--- src/rtl/sltrk_pkg.sv ---
package sltrk_pkg;

    typedef enum logic {
        SLOT_FREE  = 1'b0,
        SLOT_ARMED = 1'b1
    } slot_state_e;

    typedef enum logic [1:0] {
        CK_IDLE = 2'd0,
        CK_HIT  = 2'd1,
        CK_MISS = 2'd2
    } ck_state_e;

    // Bytes touched inside the aligned 8-byte word, clipped at its end.
    function automatic logic [7:0] byte_lanes(input logic [2:0] ofs, input logic [1:0] sz);
        logic [7:0]  base;
        logic [15:0] wide;
        unique case (sz)
            2'd0:    base = 8'h01;
            2'd1:    base = 8'h03;
            2'd2:    base = 8'h0F;
            default: base = 8'hFF;
        endcase
        wide = {8'h00, base} << ofs;
        return wide[7:0];
    endfunction

endpackage

--- src/rtl/sltrk_slot.sv ---
module sltrk_slot
    import sltrk_pkg::*;
#(
    parameter int TAG_W  = 7,
    parameter int WORD_W = 29
) (
    input  logic              clk,
    input  logic              rst_n,
    input  logic              flush,
    input  logic              wr_en,
    input  logic [TAG_W-1:0]  wr_tag,
    input  logic [WORD_W-1:0] wr_word,
    input  logic [7:0]        wr_lanes,
    input  logic              st_vld,
    input  logic [WORD_W-1:0] st_word,
    input  logic [7:0]        st_lanes,
    input  logic              clr_en,
    input  logic [TAG_W-1:0]  alloc_tag,
    input  logic [TAG_W-1:0]  chk_tag,
    output logic              armed,
    output logic              alloc_match,
    output logic              chk_match
);

    slot_state_e       state_q, state_d;
    logic [TAG_W-1:0]  tag_q;
    logic [WORD_W-1:0] word_q;
    logic [7:0]        lanes_q;
    logic              st_hit;

    assign armed       = (state_q == SLOT_ARMED);
    assign st_hit      = st_vld && (word_q == st_word) && (|(lanes_q & st_lanes));
    assign alloc_match = armed && (tag_q == alloc_tag);
    assign chk_match   = armed && (tag_q == chk_tag);

    always_comb begin
        state_d = state_q;
        unique case (state_q)
            SLOT_FREE: begin
                if (!flush && wr_en) state_d = SLOT_ARMED;
            end
            SLOT_ARMED: begin
                if (flush)                 state_d = SLOT_FREE;
                else if (wr_en)            state_d = SLOT_ARMED;
                else if (st_hit || clr_en) state_d = SLOT_FREE;
            end
        endcase
    end

    always_ff @(posedge clk or negedge rst_n) begin
        if (!rst_n) state_q <= SLOT_FREE;
        else        state_q <= state_d;
    end

    always_ff @(posedge clk or negedge rst_n) begin
        if (!rst_n) begin
            tag_q   <= '0;
            word_q  <= '0;
            lanes_q <= '0;
        end else if (wr_en && !flush) begin
            tag_q   <= wr_tag;
            word_q  <= wr_word;
            lanes_q <= wr_lanes;
        end
    end

    p_flush_frees_r10: assert property (@(posedge clk) disable iff (!rst_n)
        flush |=> !armed);

    p_write_arms_r2: assert property (@(posedge clk) disable iff (!rst_n)
        (wr_en && !flush) |=> armed);

    p_store_frees_r4: assert property (@(posedge clk) disable iff (!rst_n)
        (armed && st_hit && !wr_en && !flush) |=> !armed);

    p_clear_frees_r8: assert property (@(posedge clk) disable iff (!rst_n)
        (armed && clr_en && !wr_en && !flush) |=> !armed);

endmodule

--- src/rtl/sltrk_alloc_sel.sv ---
module sltrk_alloc_sel #(
    parameter int N_ENTRIES = 32
) (
    input  logic                 clk,
    input  logic                 rst_n,
    input  logic                 alloc_go,
    input  logic [N_ENTRIES-1:0] armed,
    input  logic [N_ENTRIES-1:0] tag_hit,
    output logic [N_ENTRIES-1:0] wr_vec
);

    localparam int PTR_W = (N_ENTRIES > 1) ? $clog2(N_ENTRIES) : 1;
    localparam logic [PTR_W-1:0] PTR_LAST = PTR_W'(N_ENTRIES - 1);

    logic [PTR_W-1:0]     rr_q;
    logic [N_ENTRIES-1:0] free_pick;
    logic [N_ENTRIES-1:0] rr_onehot;
    logic                 any_free;
    logic                 replace;

    assign any_free  = ~&armed;
    assign rr_onehot = {{(N_ENTRIES-1){1'b0}}, 1'b1} << rr_q;
    assign replace   = alloc_go && !(|tag_hit) && !any_free;

    always_comb begin
        free_pick = '0;
        for (int i = N_ENTRIES - 1; i >= 0; i--) begin
            if (!armed[i]) begin
                free_pick    = '0;
                free_pick[i] = 1'b1;
            end
        end
    end

    always_comb begin
        if (!alloc_go)     wr_vec = '0;
        else if (|tag_hit) wr_vec = tag_hit;
        else if (any_free) wr_vec = free_pick;
        else               wr_vec = rr_onehot;
    end

    always_ff @(posedge clk or negedge rst_n) begin
        if (!rst_n)       rr_q <= '0;
        else if (replace) rr_q <= (rr_q == PTR_LAST) ? '0 : rr_q + 1'b1;
    end

    p_single_write_r7: assert property (@(posedge clk) disable iff (!rst_n)
        alloc_go |-> $countones(wr_vec) == 1);

    p_no_write_idle_r10: assert property (@(posedge clk) disable iff (!rst_n)
        !alloc_go |-> wr_vec == '0);

endmodule

--- src/rtl/sltrk_check_fsm.sv ---
module sltrk_check_fsm
    import sltrk_pkg::*;
#(
    parameter int N_ENTRIES = 32
) (
    input  logic                 clk,
    input  logic                 rst_n,
    input  logic                 chk_vld,
    input  logic                 chk_clr,
    input  logic [N_ENTRIES-1:0] chk_match,
    output logic [N_ENTRIES-1:0] clr_vec,
    output logic                 rsp_vld,
    output logic                 rsp_hit
);

    ck_state_e ck_q, ck_d;

    assign clr_vec = (chk_vld && chk_clr) ? chk_match : '0;

    always_comb begin
        if (!chk_vld)        ck_d = CK_IDLE;
        else if (|chk_match) ck_d = CK_HIT;
        else                 ck_d = CK_MISS;
    end

    always_ff @(posedge clk or negedge rst_n) begin
        if (!rst_n) ck_q <= CK_IDLE;
        else        ck_q <= ck_d;
    end

    always_comb begin
        unique case (ck_q)
            CK_HIT:  begin rsp_vld = 1'b1; rsp_hit = 1'b1; end
            CK_MISS: begin rsp_vld = 1'b1; rsp_hit = 1'b0; end
            default: begin rsp_vld = 1'b0; rsp_hit = 1'b0; end
        endcase
    end

    p_rsp_after_req_r3: assert property (@(posedge clk) disable iff (!rst_n)
        chk_vld |=> rsp_vld);

    p_no_rsp_unasked_r3: assert property (@(posedge clk) disable iff (!rst_n)
        !chk_vld |=> !rsp_vld);

    p_unique_tag_r6: assert property (@(posedge clk) disable iff (!rst_n)
        $onehot0(chk_match));

endmodule

--- src/rtl/spec_load_tracker.sv ---
module spec_load_tracker
    import sltrk_pkg::*;
#(
    parameter int N_ENTRIES = 32,
    parameter int TAG_W     = 7,
    parameter int ADDR_W    = 32
) (
    input  logic              clk,
    input  logic              rst_n,
    input  logic              flush,
    input  logic              alloc_vld,
    input  logic [TAG_W-1:0]  alloc_tag,
    input  logic [ADDR_W-1:0] alloc_addr,
    input  logic [1:0]        alloc_size,
    input  logic              st_vld,
    input  logic [ADDR_W-1:0] st_addr,
    input  logic [1:0]        st_size,
    input  logic              chk_vld,
    input  logic [TAG_W-1:0]  chk_tag,
    input  logic              chk_clr,
    output logic              rsp_vld,
    output logic              rsp_hit
);

    localparam int WORD_W = ADDR_W - 3;

    logic [N_ENTRIES-1:0] armed;
    logic [N_ENTRIES-1:0] alloc_match;
    logic [N_ENTRIES-1:0] chk_match;
    logic [N_ENTRIES-1:0] wr_vec;
    logic [N_ENTRIES-1:0] clr_vec;
    logic [7:0]           alloc_lanes;
    logic [7:0]           st_lanes;
    logic                 alloc_go;

    assign alloc_lanes = byte_lanes(alloc_addr[2:0], alloc_size);
    assign st_lanes    = byte_lanes(st_addr[2:0], st_size);
    assign alloc_go    = alloc_vld && !flush;

    for (genvar g = 0; g < N_ENTRIES; g++) begin : g_slot
        sltrk_slot #(
            .TAG_W  (TAG_W),
            .WORD_W (WORD_W)
        ) u_slot (
            .clk         (clk),
            .rst_n       (rst_n),
            .flush       (flush),
            .wr_en       (wr_vec[g]),
            .wr_tag      (alloc_tag),
            .wr_word     (alloc_addr[ADDR_W-1:3]),
            .wr_lanes    (alloc_lanes),
            .st_vld      (st_vld),
            .st_word     (st_addr[ADDR_W-1:3]),
            .st_lanes    (st_lanes),
            .clr_en      (clr_vec[g]),
            .alloc_tag   (alloc_tag),
            .chk_tag     (chk_tag),
            .armed       (armed[g]),
            .alloc_match (alloc_match[g]),
            .chk_match   (chk_match[g])
        );
    end

    sltrk_alloc_sel #(
        .N_ENTRIES (N_ENTRIES)
    ) u_alloc_sel (
        .clk      (clk),
        .rst_n    (rst_n),
        .alloc_go (alloc_go),
        .armed    (armed),
        .tag_hit  (alloc_match),
        .wr_vec   (wr_vec)
    );

    sltrk_check_fsm #(
        .N_ENTRIES (N_ENTRIES)
    ) u_check (
        .clk       (clk),
        .rst_n     (rst_n),
        .chk_vld   (chk_vld),
        .chk_clr   (chk_clr),
        .chk_match (chk_match),
        .clr_vec   (clr_vec),
        .rsp_vld   (rsp_vld),
        .rsp_hit   (rsp_hit)
    );

    p_alloc_tag_unique_r6: assert property (@(posedge clk) disable iff (!rst_n)
        $onehot0(alloc_match));

    p_flush_empties_table_r10: assert property (@(posedge clk) disable iff (!rst_n)
        flush |=> armed == '0);

endmodule

--- config.mk ---
export PLATFORM = sky130hd
export DESIGN_NAME = spec_load_tracker
export DESIGN_NICKNAME = d
export VERILOG_FILES = /design/src/rtl/sltrk_pkg.sv /design/src/rtl/sltrk_slot.sv /design/src/rtl/sltrk_alloc_sel.sv /design/src/rtl/sltrk_check_fsm.sv /design/src/rtl/spec_load_tracker.sv
export SDC_FILE = /design/constraint.sdc
export NUM_CORES = 2
export LEC_CHECK = 0
export BUFFER_PORTS_ARGS = -buffer_cell sky130_fd_sc_hd__clkbuf_2
export CAP_MARGIN = 5
export CORE_UTILIZATION = 45
export CTS_BUF_LIST = sky130_fd_sc_hd__clkbuf_8
export CTS_CLUSTER_DIAMETER = 200
export DETAILED_ROUTE_END_ITERATION = 8
export GPL_TIMING_DRIVEN = 0
export PLACE_DENSITY = 0.69
export SLEW_MARGIN = 10
export SYNTH_ARGS = -nofsm -noshare
export SYNTH_HDL_FRONTEND = slang
export SYNTH_HIERARCHICAL = 1
export SYNTH_SLANG_ARGS = --single-unit
--- constraint.sdc ---
create_clock -name clk -period 3.8 [get_ports clk]
set_clock_uncertainty 0.05 [all_clocks]
set_input_delay 0.19 -clock clk [delete_from_list [all_inputs] [get_ports clk]]
set_output_delay 0.19 -clock clk [all_outputs]
set_load 0.1 [all_outputs]
==> metrics.txt <==
Post-route DRC 0; synth top area cells dfrtp_1, mux2_2, xnor2_1; sequential area share after synthesis 49.5%; First-pass DRT Iterations 8; IO buf count 87; Clock transition at path regs 0.06 ns; Max Clk Rate 0.259 GHz; outcome complete, but fails checks; most frequent CP cell nor4_1; vias per cell 5.65; WP data required 4.53 ns; Main synth FF type dfrtp_1; Min Hold Slack 0.0683 ns; Starting Density 45.4%; placed cell count 7,861; Post-Syn Instances 5,533; count leader, synth dfrtp_1; Arr. time, crit path 4.59 ns; failing checks negative setup slack; initial antenna violation count 3; share of cells above drive strength 1 35.8%; WP depth 17; Final Max Tran Viols 0; Critical Path End g_slot[3].u_slot/armed; NumNets Final 6,091; Crit Path Max Fanout 48; final setup fails 1; Synth async-reset ratio 100%; top cell type's share of synthesized area 49.5%; slew margin rel. 3.61%; maxcap violations 0; R2R setup slack 0.02 ns; Routed WL 205 mm; die area 164,000 sq um; H-Tree Depth 4; Design Power 34,200 uW; Tot GR Track Use 25.1%; Synth Area per Inst 13.2 sq um; Starting DRT DRC Count 3,403; Max VDD drop 390 uV; via count 47,100; gpl congestion 0.918; TritonCTS clock tree done; Worst-Margin Slew 1.43 ns; slack of the critical path -0.0605 ns; Syn Nets 5,630; Period minus WS final 3.86 ns; worst setup path startpoint alloc_tag[1]; dominant cell type by area after synthesis dfrtp_1; vias in the first global route 49,100; io pins 91; final worst path period share 102%; Top delay family on crit path simple AND/OR/NAND/NOR gates; Hold Fails Final Rpt 0; DIE WIDTH 405 um; min-delay worst type input pin to flip-flop; Ys Warns 6; Clock Path Buffers 3; first-pass GRT wire length 312 mm; total grt overflow 0; DP Wirelength 139 mm; LEAKAGE 0.0362 uW; largest net degree at the start of global routing 105; synth unique cells 57; Root Driver clkbuf_8; Chip Height 405 um; #FFs+latches synth 1,447; Worst Path Class, Setup input pin to flip-flop; storage element area 36,200 sq um; CP Launch Type input pin; Power per Cell Area 408 nW/um^2; area of the multi-input gates 35,600 sq um; master of the slowest instance on the critical path nor4_1; Non-Filler Instances 8,340; Clock Latency Late Sink 0.99 ns; Post-Syn Area 73,100 sq um; commonest cells in the netlist dfrtp_1, mux2_2, xnor2_1; remaining antenna violation count after routing 0; Critical Path End Type flip-flop; Worst path max stage delay 0.73 ns; DR WL/cell 24.5 um; Placeable Area 161,000 sq um; R2R depth 13; clk sink count 1,447; worst reg2reg path startpoint g_slot[0].u_slot/armed; Post-synth EDFFs 0; Inserted Clock Buffers 226; critical path cell sequence dlygate4sd3_1 -> clkbuf_4 -> buf_16 -> xnor2_1 -> nand4_1 -> nor2_1 -> nor4_1 -> nand2_1 -> nor4_4 -> buf_4 -> buf_2 -> o211a_1 -> nor2b_4 -> buf_6 -> nand3b_1 -> nor4_1 -> a31oi_1; fill count 13,600; pre-CTS WS -1.37 ns; reg-to-reg endpoint g_slot[3].u_slot/armed; CP bufs+invs 6; area delta synth->final 14.6%; row count 147; final core occ 52.1%
==> cells by family after synthesis <==
logic type / share of synthesized area [%]
xor gates and xnor gates: 16.5
adders and majority gates: 0.137
buffers and inverters: 2.42
muxes: 21.8
AOI/OAI and AO/OA: 2.85
and+or+nand+nor: 6.84
DFF: 49.5
==> stage by stage <==
step	instance area (sq um)	setup TNS [ns]
after CTS	83600	0
after detailed placement	78100	-1186.90
after global placement	76300	-
final	83800	-0.0605
after floorplan	73100	0
after global routing	83800	-0.0749
==> sequential cells by signal (all words and copies together) (netlist names) <==
signal / flops
g_slot.u_slot/lanes_q: 256
g_slot.u_slot/word_q: 928
g_slot.u_slot/armed: 32
g_slot.u_slot/tag_q: 224
u_alloc_sel/rr_q: 5
u_check/ck_q: 2
==> layout make-up <==
class	count	share of cell area [%]
Antenna cell	3	0.00895
Buffer	186	2.05
Clock buffer	294	4.83
Clock inverter	117	0.827
Inverter	17	0.0761
Multi-Input combinational cell	3882	42.5
Sequential cell	1447	43.2
Tap cell	2160	3.22
Timing Repair Buffer	234	3.32
==> layout by cell type, fill, tap and decap left out, drive strengths merged, types with 3 or more instances in the layout <==
cell type and instances:
dfrtp 1447, mux2 1412, xnor2 1376, nand4 394, clkbuf 392, buf 265, a22oi 129, inv 99
nor2 97, nor4 86, nor2b 65, dlygate4sd3 57, a31oi 39, nand3b 34, and3 34, o21bai 32
nand2 31, o21ai 30, clkinv 28, nand3 23, nor3 15, a21oi 10, o221a 9, ha 8
a311oi 7, o211a 6, nor3b 6, bufinv 5, and2 5, a211oi 4, diode 3, nand2b 3
o211ai 3
==> metal layers <==
metal  share of wire (%)  global-route usage (%)  vias up
met5              0.0083                       0        -
li1                    -                       -    20800
met4                 3.3                    8.41        2
met2                  48                    40.7     1210
met1                  44                    34.1    24700
met3                 4.8                    4.28      425
==> worst min path at each step <==
stage,to,depth (start not counted),start,slack (ns)
2_1_floorplan,g_slot[0].u_slot/armed,0,rst_n,-0.16
3_3_place_gp,g_slot[21].u_slot/lanes_q[3],1,g_slot[21].u_slot/lanes_q[3],0.44
3_5_place_dp,g_slot[0].u_slot/tag_q[1],1,rst_n,0.18
4_1_cts,g_slot[7].u_slot/armed,7,st_size[1],0.005
5_1_grt,g_slot[1].u_slot/word_q[8],2,alloc_addr[11],0.03
6_report,g_slot[1].u_slot/word_q[8],2,alloc_addr[11],0.07
==> power by group <==
part / switching [uW] / internal, uW / leakage (uW)
sequential: 510 / 16100 / 0.0198
combinational: 2090 / 1820 / 0.0136
clock: 6390 / 7270 / 0.00273
total: 8990 / 25200 / 0.0362
==> repair_timing <==
action | 4_1_cts | 5_1_grt
cloned | 0 | 1
buffers inserted | 4 | 2
gates resized for setup | 28 | 31
endpoints found under the setup margin | 1414 | 522
endpoints found under the hold margin | 775 | 0
hold buffers | 58 | 0
pin swaps | 5 | 3
Note: power is estimated with default switching activity, not from simulation.
